`src/rtl/ptmr_pkg.sv`:
```
package ptmr_pkg;

    localparam int CTRL_W = 16;

    localparam logic [2:0] A_CTRL = 3'd0;
    localparam logic [2:0] A_CMPA = 3'd1;
    localparam logic [2:0] A_CMPP = 3'd2;
    localparam logic [2:0] A_CNT  = 3'd3;
    localparam logic [2:0] A_CAP  = 3'd4;
    localparam logic [2:0] A_FLAG = 3'd5;

    localparam logic [2:0] SEL_EXT = 3'd6;

    typedef enum logic [1:0] {
        M_CMP   = 2'd0,
        M_PWM   = 2'd1,
        M_PULSE = 2'd2,
        M_CAPT  = 2'd3
    } mode_e;

    typedef enum logic [1:0] {
        ST_IDLE,
        ST_COUNT,
        ST_ARMED,
        ST_PULSE
    } state_e;

    typedef struct packed {
        logic       spare;
        logic       cap_src;
        logic [1:0] cap_edge;
        logic [1:0] act1;
        logic [1:0] act0;
        logic       clr_on_a;
        logic       run;
        mode_e      mode;
        logic       ext_fall;
        logic [2:0] clk_sel;
    } ctrl_t;

    function automatic logic pin_action(input logic cur, input logic [1:0] act);
        case (act)
            2'b00:   pin_action = cur;
            2'b01:   pin_action = 1'b0;
            2'b10:   pin_action = 1'b1;
            default: pin_action = ~cur;
        endcase
    endfunction

endpackage

```
`src/rtl/ptmr_edge_sync.sv`:
```
module ptmr_edge_sync #(
    parameter int STAGES = 2
) (
    input  logic clk,
    input  logic rst_n,
    input  logic din,
    output logic rise,
    output logic fall
);
    logic [STAGES:0] sh;

    always_ff @(posedge clk or negedge rst_n) begin
        if (!rst_n) sh <= '0;
        else        sh <= {sh[STAGES-1:0], din};
    end

    assign rise = sh[STAGES-1] & ~sh[STAGES];
    assign fall = ~sh[STAGES-1] & sh[STAGES];

    // one input transition yields a single-cycle rise event
    assert_rise_single_R6: assert property (@(posedge clk) disable iff (!rst_n)
        rise |=> !rise) else $error("rise event lasted two cycles");

endmodule

```
`src/rtl/ptmr_prescale.sv`:
```
module ptmr_prescale #(
    parameter int NUM_DIV = 6
) (
    input  logic       clk,
    input  logic       rst_n,
    input  logic       en,
    input  logic [2:0] sel,
    output logic       tick
);
    localparam int PW = (NUM_DIV > 1) ? NUM_DIV - 1 : 1;

    logic [PW-1:0] pre;
    logic [PW-1:0] mask;

    always_ff @(posedge clk or negedge rst_n) begin
        if (!rst_n)   pre <= '0;
        else if (!en) pre <= '0;
        else          pre <= pre + 1'b1;
    end

    always_comb begin
        mask = PW'((32'd1 << sel) - 32'd1);
        tick = (int'(sel) < NUM_DIV) && ((pre & mask) == mask);
    end

endmodule

```
`src/rtl/ptmr_core.sv`:
```
module ptmr_core
    import ptmr_pkg::*;
#(
    parameter int DW = 16
) (
    input  logic          clk,
    input  logic          rst_n,
    input  logic          run,
    input  mode_e         mode,
    input  logic          clr_on_a,
    input  logic [1:0]    act0,
    input  logic [1:0]    act1,
    input  logic          tick,
    input  logic          trig,
    input  logic [DW-1:0] cmpa,
    input  logic [DW-1:0] cmpp,
    output logic [DW-1:0] cnt,
    output logic          match_a,
    output logic          match_p,
    output logic          counting,
    output logic          active,
    output logic          pin0,
    output logic          pin1
);
    state_e        state_q, state_d;
    logic [DW-1:0] cnt_q;
    logic          o0_q, o1_q;
    logic          clr_hit;
    logic          pwm_hi;

    always_ff @(posedge clk or negedge rst_n) begin
        if (!rst_n) state_q <= ST_IDLE;
        else        state_q <= state_d;
    end

    assign match_a  = tick && (cnt_q == cmpa) &&
                      (state_q == ST_COUNT || state_q == ST_PULSE);
    assign match_p  = tick && (cnt_q == cmpp) && (state_q == ST_COUNT);
    assign clr_hit  = (mode == M_PWM) ? match_p : (clr_on_a ? match_a : match_p);
    assign counting = (state_q == ST_COUNT);
    assign active   = (state_q != ST_IDLE);
    assign cnt      = cnt_q;

    always_comb begin
        state_d = state_q;
        unique case (state_q)
            ST_IDLE:  if (run) state_d = (mode == M_PULSE) ? ST_ARMED : ST_COUNT;
            ST_COUNT: if (!run || mode == M_PULSE) state_d = ST_IDLE;
            ST_ARMED: if (!run || mode != M_PULSE) state_d = ST_IDLE;
                      else if (trig)               state_d = ST_PULSE;
            ST_PULSE: if (!run || mode != M_PULSE) state_d = ST_IDLE;
                      else if (match_a)            state_d = ST_ARMED;
        endcase
    end

    always_ff @(posedge clk or negedge rst_n) begin
        if (!rst_n) begin
            cnt_q <= '0;
            o0_q  <= 1'b0;
            o1_q  <= 1'b0;
        end else begin
            unique case (state_q)
                ST_COUNT: begin
                    if (clr_hit)   cnt_q <= '0;
                    else if (tick) cnt_q <= cnt_q + 1'b1;
                    if (mode == M_CMP) begin
                        if (match_a) o0_q <= pin_action(o0_q, act0);
                        if (match_p) o1_q <= pin_action(o1_q, act1);
                    end
                end
                ST_PULSE: begin
                    if (match_a)   cnt_q <= '0;
                    else if (tick) cnt_q <= cnt_q + 1'b1;
                end
                default: begin
                    cnt_q <= '0;
                    o0_q  <= 1'b0;
                    o1_q  <= 1'b0;
                end
            endcase
        end
    end

    always_comb begin
        pin0   = 1'b0;
        pin1   = 1'b0;
        pwm_hi = (cnt_q < cmpa);
        unique case (state_q)
            ST_COUNT: begin
                if (mode == M_PWM) begin
                    pin0 = pwm_hi;
                    pin1 = ~pwm_hi;
                end else if (mode == M_CMP) begin
                    pin0 = o0_q;
                    pin1 = o1_q;
                end
            end
            ST_PULSE: pin0 = 1'b1;
            default: ;
        endcase
    end

    assert_clear_on_p_R2: assert property (@(posedge clk) disable iff (!rst_n)
        (match_p && (mode == M_PWM || !clr_on_a)) |=> (cnt_q == '0))
        else $error("counter not cleared after P match");

    assert_clear_on_a_R3: assert property (@(posedge clk) disable iff (!rst_n)
        (counting && mode == M_CMP && clr_on_a && match_a) |=> (cnt_q == '0))
        else $error("counter not cleared after A match");

    assert_set_action_R4: assert property (@(posedge clk) disable iff (!rst_n)
        (match_a && run && mode == M_CMP && act0 == 2'b10) |=> (pin0 || mode != M_CMP))
        else $error("set action did not drive output 0 high");

    assert_pwm_restart_R5: assert property (@(posedge clk) disable iff (!rst_n)
        (match_p && run && mode == M_PWM) |=> (mode != M_PWM || pin0 == (cmpa != '0)))
        else $error("PWM period restart level wrong");

    assert_pulse_start_R7: assert property (@(posedge clk) disable iff (!rst_n)
        (state_q == ST_ARMED && run && mode == M_PULSE && trig) |=> (pin0 && cnt_q == '0))
        else $error("pulse did not start on trigger");

endmodule

```
`src/rtl/periodic_timer.sv`:
```
module periodic_timer
    import ptmr_pkg::*;
#(
    parameter int DW          = 16,
    parameter int NUM_DIV     = 6,
    parameter int SYNC_STAGES = 2
) (
    input  logic          clk,
    input  logic          rst_n,
    input  logic          wr_en,
    input  logic [2:0]    addr,
    input  logic [DW-1:0] wdata,
    output logic [DW-1:0] rdata,
    input  logic          tck_in,
    input  logic          aux_in,
    output logic          pin_out0,
    output logic          pin_out1,
    output logic          irq_a,
    output logic          irq_p
);
    localparam int NPIN = 2;

    ctrl_t           ctrl_q;
    logic [DW-1:0]   cmpa_q, cmpp_q, cap_q, cnt;
    logic [1:0]      flag_q, flag_clr, flag_set;
    logic [NPIN-1:0] pin_in, rise, fall;
    logic            ext_edge, pre_tick, tick;
    logic            match_a, match_p, counting, active;
    logic            cap_r, cap_f, cap_hit, cap_evt;

    assign pin_in = {aux_in, tck_in};

    for (genvar g = 0; g < NPIN; g++) begin : g_sync
        ptmr_edge_sync #(.STAGES(SYNC_STAGES)) u_sync (
            .clk  (clk),
            .rst_n(rst_n),
            .din  (pin_in[g]),
            .rise (rise[g]),
            .fall (fall[g])
        );
    end

    ptmr_prescale #(.NUM_DIV(NUM_DIV)) u_pre (
        .clk  (clk),
        .rst_n(rst_n),
        .en   (active),
        .sel  (ctrl_q.clk_sel),
        .tick (pre_tick)
    );

    assign ext_edge = ctrl_q.ext_fall ? fall[0] : rise[0];
    assign tick     = (ctrl_q.clk_sel == SEL_EXT) ? ext_edge : pre_tick;

    ptmr_core #(.DW(DW)) u_core (
        .clk     (clk),
        .rst_n   (rst_n),
        .run     (ctrl_q.run),
        .mode    (ctrl_q.mode),
        .clr_on_a(ctrl_q.clr_on_a),
        .act0    (ctrl_q.act0),
        .act1    (ctrl_q.act1),
        .tick    (tick),
        .trig    (ext_edge),
        .cmpa    (cmpa_q),
        .cmpp    (cmpp_q),
        .cnt     (cnt),
        .match_a (match_a),
        .match_p (match_p),
        .counting(counting),
        .active  (active),
        .pin0    (pin_out0),
        .pin1    (pin_out1)
    );

    assign cap_r = ctrl_q.cap_src ? rise[1] : rise[0];
    assign cap_f = ctrl_q.cap_src ? fall[1] : fall[0];

    always_comb begin
        unique case (ctrl_q.cap_edge)
            2'b00:   cap_hit = cap_r;
            2'b01:   cap_hit = cap_f;
            2'b10:   cap_hit = cap_r | cap_f;
            default: cap_hit = 1'b0;
        endcase
    end

    assign cap_evt     = counting && (ctrl_q.mode == M_CAPT) && cap_hit;
    assign flag_set[0] = (ctrl_q.mode == M_CAPT) ? cap_evt : match_a;
    assign flag_set[1] = match_p;
    assign flag_clr    = (wr_en && addr == A_FLAG) ? wdata[1:0] : 2'b00;

    always_ff @(posedge clk or negedge rst_n) begin
        if (!rst_n) begin
            ctrl_q <= '0;
            cmpa_q <= '0;
            cmpp_q <= '0;
            cap_q  <= '0;
            flag_q <= '0;
        end else begin
            if (wr_en && addr == A_CTRL) ctrl_q <= ctrl_t'(wdata[CTRL_W-1:0]);
            if (wr_en && addr == A_CMPA) cmpa_q <= wdata;
            if (wr_en && addr == A_CMPP) cmpp_q <= wdata;
            if (cap_evt)                 cap_q  <= cnt;
            flag_q <= flag_set | (flag_q & ~flag_clr);
        end
    end

    assign irq_a = flag_q[0];
    assign irq_p = flag_q[1];

    always_comb begin
        rdata = '0;
        unique case (addr)
            A_CTRL:  rdata[CTRL_W-1:0] = ctrl_q;
            A_CMPA:  rdata = cmpa_q;
            A_CMPP:  rdata = cmpp_q;
            A_CNT:   rdata = cnt;
            A_CAP:   rdata = cap_q;
            A_FLAG:  rdata[1:0] = flag_q;
            default: rdata = '0;
        endcase
    end

    assert_ext_hold_R6: assert property (@(posedge clk) disable iff (!rst_n)
        (counting && ctrl_q.run && ctrl_q.mode != M_PULSE &&
         ctrl_q.clk_sel == SEL_EXT && !ext_edge) |=> $stable(cnt))
        else $error("counter moved without an external edge");

    assert_capture_value_R8: assert property (@(posedge clk) disable iff (!rst_n)
        cap_evt |=> (cap_q == $past(cnt)))
        else $error("capture register does not hold the counter value");

    assert_flag_sticky_R9: assert property (@(posedge clk) disable iff (!rst_n)
        (flag_q[0] && !(wr_en && addr == A_FLAG && wdata[0])) |=> flag_q[0])
        else $error("flag A dropped without a clearing write");

endmodule

```
`config.mk`:
```
export PLATFORM = sky130hd
export DESIGN_NAME = periodic_timer
export DESIGN_NICKNAME = d
export VERILOG_FILES = /design/src/rtl/ptmr_pkg.sv /design/src/rtl/ptmr_edge_sync.sv /design/src/rtl/ptmr_prescale.sv /design/src/rtl/ptmr_core.sv /design/src/rtl/periodic_timer.sv
export SDC_FILE = /design/constraint.sdc
export NUM_CORES = 1
export LEC_CHECK = 0
export BUFFER_PORTS_ARGS = -buffer_cell sky130_fd_sc_hd__buf_2
export CELL_PAD_IN_SITES_DETAIL_PLACEMENT = 0
export CELL_PAD_IN_SITES_GLOBAL_PLACEMENT = 2
export CORE_ASPECT_RATIO = 1.75
export CORE_MARGIN = 2
export CORE_UTILIZATION = 36
export DETAILED_ROUTE_END_ITERATION = 8
export PLACE_DENSITY = 0.87
export SYNTH_ARGS = -nofsm -noshare
export SYNTH_HDL_FRONTEND = slang
export SYNTH_SLANG_ARGS = --single-unit
```
`constraint.sdc`:
```
create_clock -name clk -period 2 [get_ports clk]
set_input_delay 0.1 -clock clk [delete_from_list [all_inputs] [get_ports clk]]
set_output_delay 0.1 -clock clk [all_outputs]
set_load 0.01 [all_outputs]
```
==> reports/metrics.cfg <==
[sta]
finalHoldViolCount = 0
slew_violations = 0
final-setup-viol-count = 21
setup_ws_ns = -0.337
min_period_ns = 2.34
slew_headroom_pct = 22.7
fmax_mhz = 428
worstMarginPinSlew_ns = 1.16
skew_ns = 0.00796
finalCritPeriodShare_pct = 117
rsz0062_at_grt = true

[worst_setup_path]
crit_family = simple AND/OR/NAND/NOR gates
arrival_ns = 2.24
crit_chain = inv_2, ha_4, nand4_1, nor2_2, o221ai_2, o211ai_1, nor3b_2, buf_2
crit_fanout = 3
cpPeakStageDelay_ns = 0.37
start_kind = flip-flop
worstPathRequired_ns = 1.90
crit_slowest_cell = dfrtp_1
path_class = flip-flop to primary output
endpoint_kind = primary output
path_buf_inv = 2

[clock_tree]
cts_tree = yes
path_clk_slew_ns = 0.07
clock_latency_ns = 0.34
cts_buffers = 9
cts_root_buf = clkbuf_16
clock_sinks = 97
cts_buffer_depth = 2
htreeDepth = 3

[drt]
routed_wl_mm = 15.4
drcViolationCount = 0
routedWlPerCell_um = 19.3
via_per_inst = 5.41
drt_first_iter_violations = 305
ant_nets = 0
drt-pass1-iter-count = 5
vias = 4297

[die]
io_pins = 44
fp.dieW_um = 97.0
fp.dieH_um = 167
row_count = 59
core_area_sq_um = 14800
initial_core_util_pct = 36.7
die-area_sq_um = 16200

[synthesis]
synth-compound-area-share_pct = 10.3
synth_adder_area_share_pct = 5.05
ys.flop_type = dfrtp_1
yosys.area_share.xor_xnor_pct = 5.46
synth_edf_count = 0
syn_nets = 569
synth_seq_cells = 97
ys_types = 54
syn_inst = 523
async_reset_ff_share_pct = 100
ys_warn_count = 0
synth_area_leaders = dfrtp_1 45%, mux2_2 7.9%, mux2i_1 5.5%, ha_1 5.1%, xor2_1 3.2%
synth_area_per_cell_sq_um = 10.4
synthSimpleGateAreaFrac_pct = 12.9
synth.top_cell.area_share_pct = 44.5
yosys.area.top_type = dfrtp_1
netlist_area_sq_um = 5450
synth_top_family_by_area = multiplexers
synthMuxAreaShare_pct = 16.3
ys_seq_area_share_pct = 44.5

[run_status]
failed_checks = negative setup slack
outcome = complete, but fails checks

[layout]
drive_gt1_share_pct = 32.5
antennaDiodeCount = 0
final_common_cell = dfrtp_1
synthToLayoutAreaGrowth_pct = 24.1
mostFrequentLayoutCells = 95 x dfrtp_1, 53 x buf_4, 45 x nor2_1
layout.nets = 654

[global_route]
antenna_found_initial = 0
grt_pass1_wl_mm = 24.1
grt_pass1_vias = 4525
track_usage_pct = 18.8
grt-ovfl-total = 0
grt_max_degree = 54

[placement]
gp_congestion = 0.854
port_buffers = 43
hpwl_mm = 11.3
pre_cts_ws_ns = -0.211

[power]
ir_worst_vdd_v = 0.000501
power_mw = 5.98
p_per_area_nw_per_um2 = 885
static-leakage-power_nw = 3.09

[flow_run]
max-cap-violations = 0

[min_path]
hold_path.class = input port to flip-flop

[metrics by stage]
step                      hold slack (ns)  area (sq um)  setup TNS (ns)  cells  utilization [%]
after detailed placement            0.197          6130           -3.61    764             41.3
after global placement              0.196          6130           -2.91    764             41.3
after CTS                         0.00727          6600           -5.07    788             44.5
final                              0.0163          6760           -5.95    795             45.6
after global routing               0.0192          6760           -8.88    795             45.6
after floorplan                    -0.196          5460               0    523                -
[cells in the mapped netlist (2+ instances only)]
cell       n
a21oi_1   24
a22oi_1    2
a31oi_1    3
and3_1     3
buf_2      8
buf_4      2
buf_6      3
clkbuf_1  13
clkbuf_8   4
dfrtp_1   97
ha_1      22
inv_1     27
mux2_2    38
mux2_4     9
mux2i_1   30
nand2_1   36
nand2b_1   8
nand3_1   11
nand3b_1   2
nand4_1   13
nor2_1    46
nor2b_1    8
nor3_1     5
nor3b_1    2
nor4_1     5
nor4b_1    2
o211ai_1   2
o21a_1     2
o21ai_0   24
o22ai_1   16
xnor2_1   14
xor2_1    20
[sequential cells by signal (all words and copies together) (netlist names)]
name              flops
flag_q                2
u_pre.pre             5
u_core.cnt           16
u_core.state_q        2
u_core.o0_q           1
cmpp_q               16
g_sync.u_sync.sh      6
ctrl_q               16
cap_q                16
u_core.o1_q           1
cmpa_q               16
[worst paths after layout]
path / from / to / slack [ns] / cells past startpoint
worst max register to register: cmpa_q[15]$_DFFE_PN0P_ / u_core.cnt[12]$_DFF_PN0_ / -0.31 / 9
max in group asynchronous: rst_n / u_core.state_q[1]$_DFFE_PN0P_ / 0.93 / 3
min in group asynchronous: rst_n / g_sync[1].u_sync.sh[0]$_DFF_PN0_ / 0.35 / 2
worst min-delay path: wdata[13] / cmpa_q[13]$_DFFE_PN0P_ / 0.02 / 3
worst min register to register: g_sync[0].u_sync.sh[0]$_DFF_PN0_ / g_sync[0].u_sync.sh[1]$_DFF_PN0_ / 0.35 / 0
worst max-delay path: cmpa_q[15]$_DFFE_PN0P_ / pin_out1 / -0.34 / 8
[final cells by class]
class	instances	area, sq um
Multi-Input combinational cell	367	2880
Timing Repair Buffer	106	800
Sequential cell	97	2430
Inverter	27	101
Tap cell	183	229
Fill cell	1362	8080
Clock buffer	10	239
Clock inverter	5	86.3
[power by group]
group          switching (mW)  total, mW  internal [mW]
combinational           0.841       1.60          0.763
clock                   0.773       1.91           1.14
sequential              0.240       2.47           2.23
[cell families after synthesis]
kind of cell | Yosys count
fa+ha+maj | 22
buf+inv | 59
compound gates | 88
simple gates | 145
flops | 97
mux | 78
xor+xnor | 34
[worst register-to-register path: cells and delay by family (launching register included)]
kind,cells,cell delay [ns]
fa+ha+maj,1,0.26
flops,1,0.37
compound gates,1,0.19
simple gates,4,0.94
buf+inv,3,0.42
[routing by layer]
| metal | vias up | GRT usage, % | part of all wire (%) |
|---|---|---|---|
| li1 | 2004 | - | - |
| met1 | 2145 | 22.2 | 39 |
| met2 | 111 | 33.2 | 53 |
| met3 | 37 | 3.06 | 3.7 |
| met4 | 0 | 8.51 | 4.1 |
| met5 | - | 0 | 0 |
[what timing repair did]
action | 4_1_cts | 5_1_grt
endpoints found under the setup margin | 21 | 38
buffers inserted | 6 | 5
gates cloned | 0 | 2
hold buffers | 3 | 0
hold endpoints to repair | 53 | 0
pin swaps | 11 | 9
resized for setup | 13 | 19
(Power assumes the default switching activity.)
